===== src/rtl/iap_pkg.sv =====
package iap_pkg;
  localparam int NSRC = 4;
  localparam int NCLS = 3;

  typedef enum logic [1:0] {
    SRC_INT = 2'd0,
    SRC_FP  = 2'd1,
    SRC_BR  = 2'd2,
    SRC_SQ  = 2'd3
  } src_e;
endpackage


===== src/rtl/iap_head_scan.sv =====
module iap_head_scan #(
  parameter int LOOK  = 2,
  parameter int SEQ_W = 8,
  parameter int PW    = $clog2(LOOK + 1)
) (
  input  logic [LOOK-1:0]       vld_i,
  input  logic [LOOK-1:0]       kill_i,
  input  logic [LOOK*SEQ_W-1:0] seq_i,
  input  logic [PW-1:0]         ptr_i,
  output logic                  found_o,
  output logic [PW-1:0]         idx_o,
  output logic [SEQ_W-1:0]      seq_o,
  output logic [PW-1:0]         skip_o
);
  // First live entry at or after the pointer; skip_o is where the
  // consumed region ends once leading killed entries are dropped.
  always_comb begin
    logic stop;
    stop    = 1'b0;
    found_o = 1'b0;
    idx_o   = ptr_i;
    seq_o   = '0;
    skip_o  = ptr_i;
    for (int j = 0; j < LOOK; j++) begin
      if (!stop && (PW'(j) >= ptr_i)) begin
        if (!vld_i[j]) begin
          stop = 1'b1;
        end else if (!kill_i[j]) begin
          found_o = 1'b1;
          idx_o   = PW'(j);
          seq_o   = seq_i[j*SEQ_W +: SEQ_W];
          stop    = 1'b1;
        end else begin
          skip_o = PW'(j + 1);
        end
      end
    end
  end
endmodule


===== src/rtl/iap_age_min.sv =====
module iap_age_min
  import iap_pkg::*;
#(
  parameter int SEQ_W = 8
) (
  input  logic [NSRC-1:0]       cand_i,
  input  logic [NSRC*SEQ_W-1:0] seq_i,
  output logic                  any_o,
  output logic [1:0]            win_o,
  output logic [SEQ_W-1:0]      seq_o
);
  // Strict less-than keeps the lower source index on equal numbers.
  always_comb begin
    any_o = 1'b0;
    win_o = '0;
    seq_o = '0;
    for (int i = 0; i < NSRC; i++) begin
      if (cand_i[i] && (!any_o || (seq_i[i*SEQ_W +: SEQ_W] < seq_o))) begin
        any_o = 1'b1;
        win_o = 2'(i);
        seq_o = seq_i[i*SEQ_W +: SEQ_W];
      end
    end
  end
endmodule


===== src/rtl/iap_pick_stage.sv =====
module iap_pick_stage
  import iap_pkg::*;
#(
  parameter int INT_W = 1,
  parameter int FP_W  = 1,
  parameter int BR_W  = 1,
  parameter int LOOK  = 2,
  parameter int SEQ_W = 8,
  parameter int PW    = 2,
  parameter int CW    = 1
) (
  input  logic                       en_i,
  input  logic [NSRC*PW-1:0]         ptr_i,
  input  logic [NCLS*CW-1:0]         cnt_i,
  input  logic [NSRC*LOOK-1:0]       vld_i,
  input  logic [NCLS*LOOK-1:0]       kill_i,
  input  logic [NSRC*LOOK*SEQ_W-1:0] seq_i,
  output logic                       en_o,
  output logic [NSRC*PW-1:0]         ptr_o,
  output logic [NCLS*CW-1:0]         cnt_o,
  output logic                       pick_vld_o,
  output logic [1:0]                 pick_cls_o,
  output logic [SEQ_W-1:0]           pick_seq_o
);
  localparam int CAP [NCLS] = '{INT_W, FP_W, BR_W};

  logic [NSRC-1:0]       elig;
  logic [NSRC-1:0]       found;
  logic [NSRC-1:0]       cand;
  logic [PW-1:0]         idx  [NSRC];
  logic [PW-1:0]         skip [NSRC];
  logic [NSRC*SEQ_W-1:0] hseq;
  logic                  any;
  logic [1:0]            win;
  logic [SEQ_W-1:0]      wseq;

  for (genvar s = 0; s < NSRC; s++) begin : g_src
    logic [LOOK-1:0] kill_s;
    if (s < NCLS) begin : g_cls
      assign kill_s  = kill_i[s*LOOK +: LOOK];
      assign elig[s] = en_i && (int'(cnt_i[s*CW +: CW]) < CAP[s]);
    end else begin : g_sq
      assign kill_s  = '0;
      assign elig[s] = en_i;
    end

    iap_head_scan #(.LOOK(LOOK), .SEQ_W(SEQ_W), .PW(PW)) i_scan (
      .vld_i   (vld_i[s*LOOK +: LOOK]),
      .kill_i  (kill_s),
      .seq_i   (seq_i[s*LOOK*SEQ_W +: LOOK*SEQ_W]),
      .ptr_i   (ptr_i[s*PW +: PW]),
      .found_o (found[s]),
      .idx_o   (idx[s]),
      .seq_o   (hseq[s*SEQ_W +: SEQ_W]),
      .skip_o  (skip[s])
    );

    assign cand[s] = elig[s] & found[s];
  end

  iap_age_min #(.SEQ_W(SEQ_W)) i_min (
    .cand_i (cand),
    .seq_i  (hseq),
    .any_o  (any),
    .win_o  (win),
    .seq_o  (wseq)
  );

  always_comb begin
    en_o       = en_i & any;
    pick_vld_o = any;
    pick_cls_o = win;
    pick_seq_o = wseq;
    ptr_o      = ptr_i;
    cnt_o      = cnt_i;
    for (int s = 0; s < NSRC; s++) begin
      if (elig[s]) begin
        if (any && (win == 2'(s))) begin
          ptr_o[s*PW +: PW] = idx[s] + PW'(1);
        end else begin
          ptr_o[s*PW +: PW] = skip[s];
        end
      end
    end
    for (int c = 0; c < NCLS; c++) begin
      if (any && (win == 2'(c))) begin
        cnt_o[c*CW +: CW] = cnt_i[c*CW +: CW] + CW'(1);
      end
    end
  end
endmodule


===== src/rtl/issue_age_picker.sv =====
module issue_age_picker
  import iap_pkg::*;
#(
  parameter int TOTAL_W = 1,
  parameter int INT_W   = 1,
  parameter int FP_W    = 1,
  parameter int BR_W    = 1,
  parameter int LOOK    = 2,
  parameter int SEQ_W   = 8,
  localparam int PW     = $clog2(LOOK + 1)
) (
  input  logic                       clk,
  input  logic                       rst_n,
  input  logic [NSRC*LOOK-1:0]       src_vld,
  input  logic [NCLS*LOOK-1:0]       cls_kill,
  input  logic [NSRC*LOOK*SEQ_W-1:0] src_seq,
  output logic [NSRC*PW-1:0]         pop_cnt,
  output logic [TOTAL_W-1:0]         slot_vld,
  output logic [TOTAL_W*2-1:0]       slot_cls,
  output logic [TOTAL_W*SEQ_W-1:0]   slot_seq
);
  localparam int CW = $clog2(TOTAL_W + 1);

  // Reset: asserted asynchronously, released on the clock.
  logic rst_meta_q, rst_sync_q;
  always_ff @(posedge clk or negedge rst_n) begin
    if (!rst_n) begin
      rst_meta_q <= 1'b0;
      rst_sync_q <= 1'b0;
    end else begin
      rst_meta_q <= 1'b1;
      rst_sync_q <= rst_meta_q;
    end
  end

  // Pick chain, one stage per issue slot.
  logic [TOTAL_W:0]          en_c;
  logic [NSRC*PW-1:0]        ptr_c [TOTAL_W+1];
  logic [NCLS*CW-1:0]        cnt_c [TOTAL_W+1];
  logic [TOTAL_W-1:0]        pick_vld;
  logic [TOTAL_W*2-1:0]      pick_cls;
  logic [TOTAL_W*SEQ_W-1:0]  pick_seq;

  assign en_c[0]  = 1'b1;
  assign ptr_c[0] = '0;
  assign cnt_c[0] = '0;

  for (genvar k = 0; k < TOTAL_W; k++) begin : g_stage
    iap_pick_stage #(
      .INT_W(INT_W), .FP_W(FP_W), .BR_W(BR_W),
      .LOOK(LOOK), .SEQ_W(SEQ_W), .PW(PW), .CW(CW)
    ) i_stage (
      .en_i       (en_c[k]),
      .ptr_i      (ptr_c[k]),
      .cnt_i      (cnt_c[k]),
      .vld_i      (src_vld),
      .kill_i     (cls_kill),
      .seq_i      (src_seq),
      .en_o       (en_c[k+1]),
      .ptr_o      (ptr_c[k+1]),
      .cnt_o      (cnt_c[k+1]),
      .pick_vld_o (pick_vld[k]),
      .pick_cls_o (pick_cls[k*2 +: 2]),
      .pick_seq_o (pick_seq[k*SEQ_W +: SEQ_W])
    );
  end

  assign pop_cnt = ptr_c[TOTAL_W];

  // Issue register: next-state and enables, then the flops.
  logic [TOTAL_W-1:0]         vld_q;
  logic [TOTAL_W*2-1:0]       cls_q;
  logic [TOTAL_W*SEQ_W-1:0]   seq_q;
  logic [TOTAL_W-1:0]         vld_en;
  logic [TOTAL_W-1:0]         dat_en;

  always_comb begin
    vld_en = pick_vld | vld_q;
    dat_en = pick_vld;
  end

  always_ff @(posedge clk or negedge rst_sync_q) begin
    if (!rst_sync_q) begin
      vld_q <= '0;
    end else begin
      for (int k = 0; k < TOTAL_W; k++) begin
        if (vld_en[k]) vld_q[k] <= pick_vld[k];
      end
    end
  end

  always_ff @(posedge clk) begin
    for (int k = 0; k < TOTAL_W; k++) begin
      if (dat_en[k]) begin
        cls_q[k*2 +: 2]         <= pick_cls[k*2 +: 2];
        seq_q[k*SEQ_W +: SEQ_W] <= pick_seq[k*SEQ_W +: SEQ_W];
      end
    end
  end

  assign slot_vld = vld_q;
  assign slot_cls = cls_q;
  assign slot_seq = seq_q;
endmodule


===== config.mk =====
export PLATFORM = sky130hd
export DESIGN_NAME = issue_age_picker
export DESIGN_NICKNAME = d
export VERILOG_FILES = /design/src/rtl/iap_pkg.sv /design/src/rtl/iap_head_scan.sv /design/src/rtl/iap_age_min.sv /design/src/rtl/iap_pick_stage.sv /design/src/rtl/issue_age_picker.sv
export SDC_FILE = /design/constraint.sdc
export NUM_CORES = 1
export LEC_CHECK = 0
export BUFFER_PORTS_ARGS = -buffer_cell sky130_fd_sc_hd__buf_4
export CAP_MARGIN = 20
export CORE_ASPECT_RATIO = 1.2
export CORE_MARGIN = 2
export CORE_UTILIZATION = 48
export CTS_CLUSTER_DIAMETER = 120
export DETAILED_ROUTE_END_ITERATION = 8
export GPL_TIMING_DRIVEN = 0
export PLACE_DENSITY = 0.9
export SYNTH_ARGS = -nofsm -noshare
export SYNTH_HDL_FRONTEND = slang
export SYNTH_SLANG_ARGS = --single-unit

===== constraint.sdc =====
create_clock -name clk -period 8.8 [get_ports clk]
set_input_delay 0.88 -clock clk [delete_from_list [all_inputs] [get_ports clk]]
set_output_delay 0.88 -clock clk [all_outputs]
set_load 0.005 [all_outputs]

# After elaboration in Yosys (flattened, before gate mapping)
# Index checks and enable logic that the tools add are counted.
[word_totals] ram_bits=0 word_cells=103 regBits=13 romBits=0 latchBits=0 input_bits=80 mem_count=0 output_inout_bits=19
[classes] eq_ne=3 reduce_logical=14 n_mul=0 addsub=3 n_shift=0 bitwise_logic=1 div=0 n_lt_le_gt_ge=3 mux=74
[op_table] cell="$mux 8" count=20
[op_table] cell="$mux 1" count=40
[op_table] cell="$mux 2" count=14
[op_table] cell="$lt 8x8->1" count=3
[op_table] cell="$logic_and 1x1->1" count=7
[op_table] cell="$add 1x1->2 const B" count=3
[op_table] cell="$eq 2x2->1 const B" count=2
[op_table] cell="$logic_not 1->1" count=3
[op_table] cell="$logic_or 1x1->1" count=3
[op_table] cell="$eq 2x1->1 const B" count=1
[op_table] cell="$logic_not 2->1" count=1
[op_table] cell="$or 1x1->1" count=1

# Depth between registers and ports, before layout
[logic_depth] depth_word=21 mapped_depth=27 depth_no_buf=25

# Cells and area by module
# From an unflattened synthesis, not the netlist that was laid out.
[unflattened] hier_cells=356 area_unflattened_um2=2972.9
[by_module_without_submodules] mod="iap_head_scan" cells_per_inst=40 instances=4 seq_area_each_um2=0.0 area_each_um2=311.5
[by_module_without_submodules] mod="iap_age_min" cells_per_inst=131 instances=1 seq_area_each_um2=0.0 area_each_um2=1004.7
[by_module_without_submodules] mod="issue_age_picker" cells_per_inst=16 instances=1 seq_area_each_um2=375.4 area_each_um2=386.6
[by_module_without_submodules] mod="iap_pick_stage" cells_per_inst=49 instances=1 seq_area_each_um2=0.0 area_each_um2=335.3

# Worst setup path before layout
# No wires, ideal clock.
[synth_path] path_kind="in2out" start="input port cls_kill[0]" end="output port pop_cnt[2]" arrival_time_ps=6243 stages=25 required_ps=7920 path_buffers=2 slack_ps=1677 path_cell_list="buf_4 -> clkbuf_1 -> o21ai_0 -> nand2_1 -> ha_1 -> o211ai_1 -> a211oi_1 -> a211oi_2 -> o31ai_4 -> mux2_2 -> ha_1 -> a211oi_1 -> o221ai_1 -> o32ai_2 -> o21ai_1 -> a31oi_4 -> mux2_2 -> ha_1 -> and4_1 -> and2_1 -> o32ai_1 -> nand3b_1 -> or3b_1 -> a21oi_1 -> mux2i_1"
[synth_between] elab_chain_cells=21 word_cells_on_any_way=36 classes_between="order compare (3); eq/ne (1); mux (22); reduce/logical (10)"
[synth_lines] element="start, declared" line_no="issue_age_picker.sv:15" source="input logic [NCLS*LOOK-1:0] cls_kill,"
[synth_lines] element="$mux 8 / $mux 1 (equally long branches)" line_no="iap_head_scan.sv:28" source="end else if (!kill_i[j]) begin"
[synth_lines] element="$mux 8 / $mux 1 (equally long branches)" line_no="iap_head_scan.sv:26" source="if (!vld_i[j]) begin"
[synth_lines] element="$mux 8 / $mux 1 (equally long branches)" line_no="iap_head_scan.sv:28"
[synth_lines] element="$mux 8 / $mux 1 (equally long branches)" line_no="iap_head_scan.sv:26"
[synth_lines] element="$mux 8 / $mux 1 (equally long branches)" line_no="iap_head_scan.sv:25" source="if (!stop && (PW'(j) >= ptr_i)) begin"
[synth_lines] element="$mux 8 / $mux 1 (equally long branches)" line_no="iap_age_min.sv:18" source="if (cand_i[i] && (!any_o || (seq_i[i*SEQ_W +: SEQ_W] < seq_o))) begin"
[synth_lines] element="$lt 8x8->1 / $logic_not 1->1 (equally long branches)" line_no="iap_age_min.sv:18"
[synth_lines] element="$logic_or 1x1->1" line_no="iap_age_min.sv:18"
[synth_lines] element="(+5 left out)"
[synth_lines] element="$mux 8 / $mux 1 (equally long branches)" line_no="iap_age_min.sv:18"
[synth_lines] element="$lt 8x8->1 / $logic_not 1->1 (equally long branches)" line_no="iap_age_min.sv:18"
[synth_lines] element="$logic_or 1x1->1" line_no="iap_age_min.sv:18"
[synth_lines] element="$logic_and 1x1->1" line_no="iap_age_min.sv:18"
[synth_lines] element="$mux 2" line_no="iap_age_min.sv:18"
[synth_lines] element="$eq 2x1->1" line_no="iap_pick_stage.sv:78" source="if (any && (win == 2'(s))) begin"
[synth_lines] element="$logic_and 1x1->1 *" line_no="iap_pick_stage.sv:78"
[synth_lines] element="$mux 2 *" line_no="iap_pick_stage.sv:78"
[synth_lines] element="end, declared" line_no="issue_age_picker.sv:17" source="output logic [NSRC*PW-1:0] pop_cnt,"
# Mark *: on every way between the ends. The rest lies on a longest branch, timed or not.

# Final worst setup path
[layout_path] start="input port cls_kill[3]" end="output port pop_cnt[2]"
[layout_between] elab_chain_cells=18 word_cells_on_any_way=35 classes_between="add/sub (1); order compare (3); eq/ne (1); mux (21); reduce/logical (9)"
[layout_lines] element="$mux 8" line_no="iap_head_scan.sv:28"
[layout_lines] element="$mux 8" line_no="iap_head_scan.sv:26"
[layout_lines] element="$mux 8" line_no="iap_head_scan.sv:25"
[layout_lines] element="$lt 8x8->1" line_no="iap_age_min.sv:18"
[layout_lines] element="$logic_or 1x1->1" line_no="iap_age_min.sv:18"
[layout_lines] element="$logic_and 1x1->1" line_no="iap_age_min.sv:18"
[layout_lines] element="$mux 8 / $mux 1 (equally long branches)" line_no="iap_age_min.sv:18"
[layout_lines] element="$lt 8x8->1 / $logic_not 1->1 (equally long branches)" line_no="iap_age_min.sv:18"
[layout_lines] element="(+2 left out)"
[layout_lines] element="$mux 8 / $mux 1 (equally long branches)" line_no="iap_age_min.sv:18"
[layout_lines] element="$lt 8x8->1 / $logic_not 1->1 (equally long branches)" line_no="iap_age_min.sv:18"
[layout_lines] element="$logic_or 1x1->1" line_no="iap_age_min.sv:18"
[layout_lines] element="$logic_and 1x1->1" line_no="iap_age_min.sv:18"
[layout_lines] element="$mux 2" line_no="iap_age_min.sv:18"
[layout_lines] element="$eq 2x1->1" line_no="iap_pick_stage.sv:78"
[layout_lines] element="$logic_and 1x1->1" line_no="iap_pick_stage.sv:78"
[layout_lines] element="$mux 2 *" line_no="iap_pick_stage.sv:78"
# Marks and branches as above.

==> results.md <==
- The run finished with clean final reports.
- The detailed-route via count is 2263.
- Before CTS, the worst setup slack after placement is 633 ps.
- The worst slew margin relative to its limit is 57.7%.
- For this run the aggregate overflow at the end of global routing stands at 0.
- The worst setup path is captured at an output port.
- The overall fraction of global-route tracks in use is 23.3%.
- The share of the cycle needed by the critical path after routing is 93.4%.
- From synthesis to final layout, the design area changed by 36.7%.
- The final worst-path setup slack is 579 ps.
- The total of hold buffers inserted after clock tree synthesis is 0.
- By startpoint and endpoint, the worst setup path is classified as in -> out.
- The die extent in x is 64.6 µm.
- The filler-free cell count of the finished design is 404.
- IR analysis of the VDD net gives a maximum drop of 0.118 mV.
- The wire length of the first global-routing pass is 9470 µm.
- The highest clock rate is 0.122 GHz.
- The number of cells after detailed placement is 400.
- Adding up every negative setup slack in the final design gives 0 ps.
- In the routed design, unresolved DRC markers number 0.
- The worst path required time is 7920 ps.
- The data arrival time of the worst path is 7340 ps.
- The most numerous cell on the critical path is sky130_fd_sc_hd__ha_1.
- The H-tree depth is 1.
- The total of warnings raised by yosys is 0.
- The violation count after the first detailed-route iteration is 77.
- The height of the die is 76.7 µm.
- The number of distinct library cells after synthesis is 54.
- Entering global routing, the biggest net connects 11 pins.
- The clock transition at the registers of the reported paths is 50 ps.
- Setup repair after global routing left no endpoint under its margin.
- The CTS tree is done.
- When the netlist entered floorplanning its net count stood at 357.
- The count of final hold-check violations is 0.
- After synthesis the cells add up to 0.00211 mm².
- In this run the worst setup path begins at cls_kill[3].
- The die area is 0.00495 mm².
- The average routed wire per standard cell is 13.9 µm.
- The number of global-route vias before repair is 2302.
- The ratio of total power to cell area is 105 mW/mm².
- The number of buffers inserted to repair setup after CTS is 0.
- The number of nets at the end of the flow is 450.
- The detail route stage leaves a number of antenna-violating nets equal to 0.
- The worst path needs 8220 ps of the cycle, external delays included.
- The cell at the root of the clock tree is sky130_fd_sc_hd__clkbuf_8.
- The number of iterations in the first detailed-routing pass is 5.
- The most used flip-flop cell after synthesis is sky130_fd_sc_hd__edfxtp_1.
- Between clock sinks in the finished design, the worst skew comes to 2.70 ps.
- Summed over all layers, the routed wires come to 5610 µm.
- Routability-driven placement finished with a final weighted congestion of 0.882.
- The TritonCTS buffer count is 3.
- The number of rows created at floorplan is 26.
- After synthesis, the share of flip-flops with an asynchronous set or reset is 23.1%.
- Of the synthesized area, sequential elements account for 17.8%.
- In this run the biggest area consumer among cell types represents 14.2% of the synthesized area.
- The fraction of final layout cells with drive strength greater than 1 is 34.8%.
- The count of final max-slew check failures was 0.
- A synthesized cell averages 8.25 µm².
- The antenna cell count is 0.
- The reported max-cap violation count is 0.
- The type of element launching the critical path is an input port.
- The clock latency at the later pin of the worst-skew pair is 240 ps.
- The setup-violating endpoint count in the final report is 0.
- The I/O pin count is 99.
- In the synthesized netlist, the number of instances is 256.
- Dividing the detail-routed via count by the number of cells gives 5.60.
- The largest individual stage delay along the critical path comes from the cell sky130_fd_sc_hd__nor2_1.
- The cell leakage power is 1.45 nW.
- The maximum clock insertion buffer count is 2.
- In this run the tool buffered the top-level ports with 88 buffer cells.
- The startpoint identified for the worst register-to-register timing path is rst_meta_q$_DFF_PN0_.
- For the pin with the worst max-slew slack, the measured transition is 635 ps.
- The count of clock tree sinks is 13.
- The total core area is 0.00423 mm².
- Along the worst path, the maximum fanout reaches 10.
- By area the synthesized netlist is led by sky130_fd_sc_hd__edfxtp_1 (14%), sky130_fd_sc_hd__ha_1 (12%), sky130_fd_sc_hd__mux2_2 (7.5%), sky130_fd_sc_hd__inv_1 (6.0%), sky130_fd_sc_hd__a22oi_1 (5.0%).
- The largest single stage delay on the critical path is 450 ps.
- The path class of the tightest hold or removal check is reg -> async.
- The largest total area in the synthesized netlist belongs to sky130_fd_sc_hd__edfxtp_1.
- Once the floorplan was initialized, standard cells occupied 49.9% of the core.
- Once detailed placement completed, the half-perimeter wirelength came to 4890 µm.
- The synthesized design contains 13 register bits.
- The number of synthesized flops with an enable pin is 10.
- After clock tree synthesis, the repair step resized 0 gates.
- The initial antenna violation count came to 0.
## layer usage
layer	GRT usage, %	part of all wire, %	vias up
met3	3.96	4.6	10
met4	4.89	1.5	0
met2	46.3	54	67
met5	0	0	-
li1	-	-	1146
met1	25.1	40	1040
## report_power, final
part	switching, W	internal, W	total [W]	leakage [nW]
Clock	0.0000194	0.0000319	0.0000513	0.0228
Sequential	0.00000287	0.0000804	0.0000833	0.140
Combinational	0.0000808	0.0000866	0.000167	1.29
## worst paths after layout
path | to | slack [ps] | depth (start not counted)
max in group asynchronous | rst_meta_q$_DFF_PN0_ | 8300 | 1
min reg2reg | slot_vld$_DFFE_PN0P_ | 6 | 0
min in group clk | rst_sync_q$_DFF_PN0_ | 350 | 0
min | slot_vld$_DFFE_PN0P_ | 6 | 0
max | pop_cnt[2] | 580 | 27
max reg2reg | rst_sync_q$_DFF_PN0_ | 8340 | 0
## kinds of logic (layout without fill, tap and decap cells)
kind of cell | count (synthesis) | after routing | synth area share (%)
flip-flops | 13 | 13 | 17.8
multiplexers | 24 | 24 | 12.2
AO/OA/AOI/OAI | 81 | 81 | 30.2
buffers and inverters | 43 | 135 | 8.71
AND/OR/NAND/NOR | 72 | 72 | 18.3
adder cells (fa/ha/maj) | 21 | 21 | 12.4
other | 2 | 2 | 0.356
## stage by stage
step                total power [W]  utilization (%)  area (µm²)  hold WS (ps)
floorplan                  0.000182                -        2110         -5.66
CTS                        0.000304             68.3        2890          13.0
global route               0.000325             68.3        2890          16.2
finish                     0.000302             68.3        2890          6.11
global placement           0.000246             67.2        2840         -3.38
detailed placement         0.000252             67.2        2840          8.83
## synthesized netlist by cell type, drive strengths merged (2+ instances only)
cell / number
inv: 34
ha: 21
o21ai: 19
nand2: 17
a22oi: 14
mux2: 14
nand3: 13
nor2: 12
a21oi: 10
edfxtp: 10
mux2i: 10
buf: 7
nor2b: 6
o21a: 6
and3: 4
o2111a: 4
o211a: 4
o32ai: 4
a211oi: 3
dfrtp: 3
nand2b: 3
o211ai: 3
o31ai: 3
a31oi: 2
and2: 2
and4b: 2
clkbuf: 2
conb: 2
nand3b: 2
nand4: 2
nor3: 2
o311a: 2
or3: 2
or4: 2
## sequential cells by signal (all words and copies together), names as in the netlist
name        count
rst_sync_q      1
rst_meta_q      1
slot_cls        2
slot_seq        8
slot_vld        1
## cell usage in the layout, fill, tap and decap left out, types with 5 or more instances in the layout
| cell | netlist | final |
|---|---|---|
| sky130_fd_sc_hd__a21oi_1 | 10 | 10 |
| sky130_fd_sc_hd__mux2_2 | 14 | 14 |
| sky130_fd_sc_hd__nor2_1 | 12 | 12 |
| sky130_fd_sc_hd__mux2i_1 | 10 | 10 |
| sky130_fd_sc_hd__buf_4 | 3 | 91 |
| sky130_fd_sc_hd__o21a_1 | 6 | 6 |
| sky130_fd_sc_hd__a22oi_1 | 14 | 14 |
| sky130_fd_sc_hd__edfxtp_1 | 10 | 10 |
| sky130_fd_sc_hd__nand3_1 | 13 | 13 |
| sky130_fd_sc_hd__nor2b_1 | 5 | 5 |
| sky130_fd_sc_hd__o21ai_0 | 16 | 16 |
| sky130_fd_sc_hd__inv_1 | 34 | 34 |
| sky130_fd_sc_hd__ha_1 | 21 | 21 |
| sky130_fd_sc_hd__nand2_1 | 17 | 17 |
## cell type report
class / instances / area [µm²]
sequential: 13 / 375
timing repair buffer: 88 / 661
inverter: 34 / 128
fill: 359 / 1340
multi-input combinational: 200 / 1550
clock buffer: 4 / 45.0
tap: 56 / 70.1
buffer: 9 / 56.3
## critical path: cells and delay by family
kind | cells | cell delay [ps]
buf+inv | 3 | 350
compound gates | 12 | 2810
fa+ha+maj | 3 | 810
mux | 3 | 1030
simple gates | 6 | 1470
No activity file was read; power rests on OpenSTA's default activity.
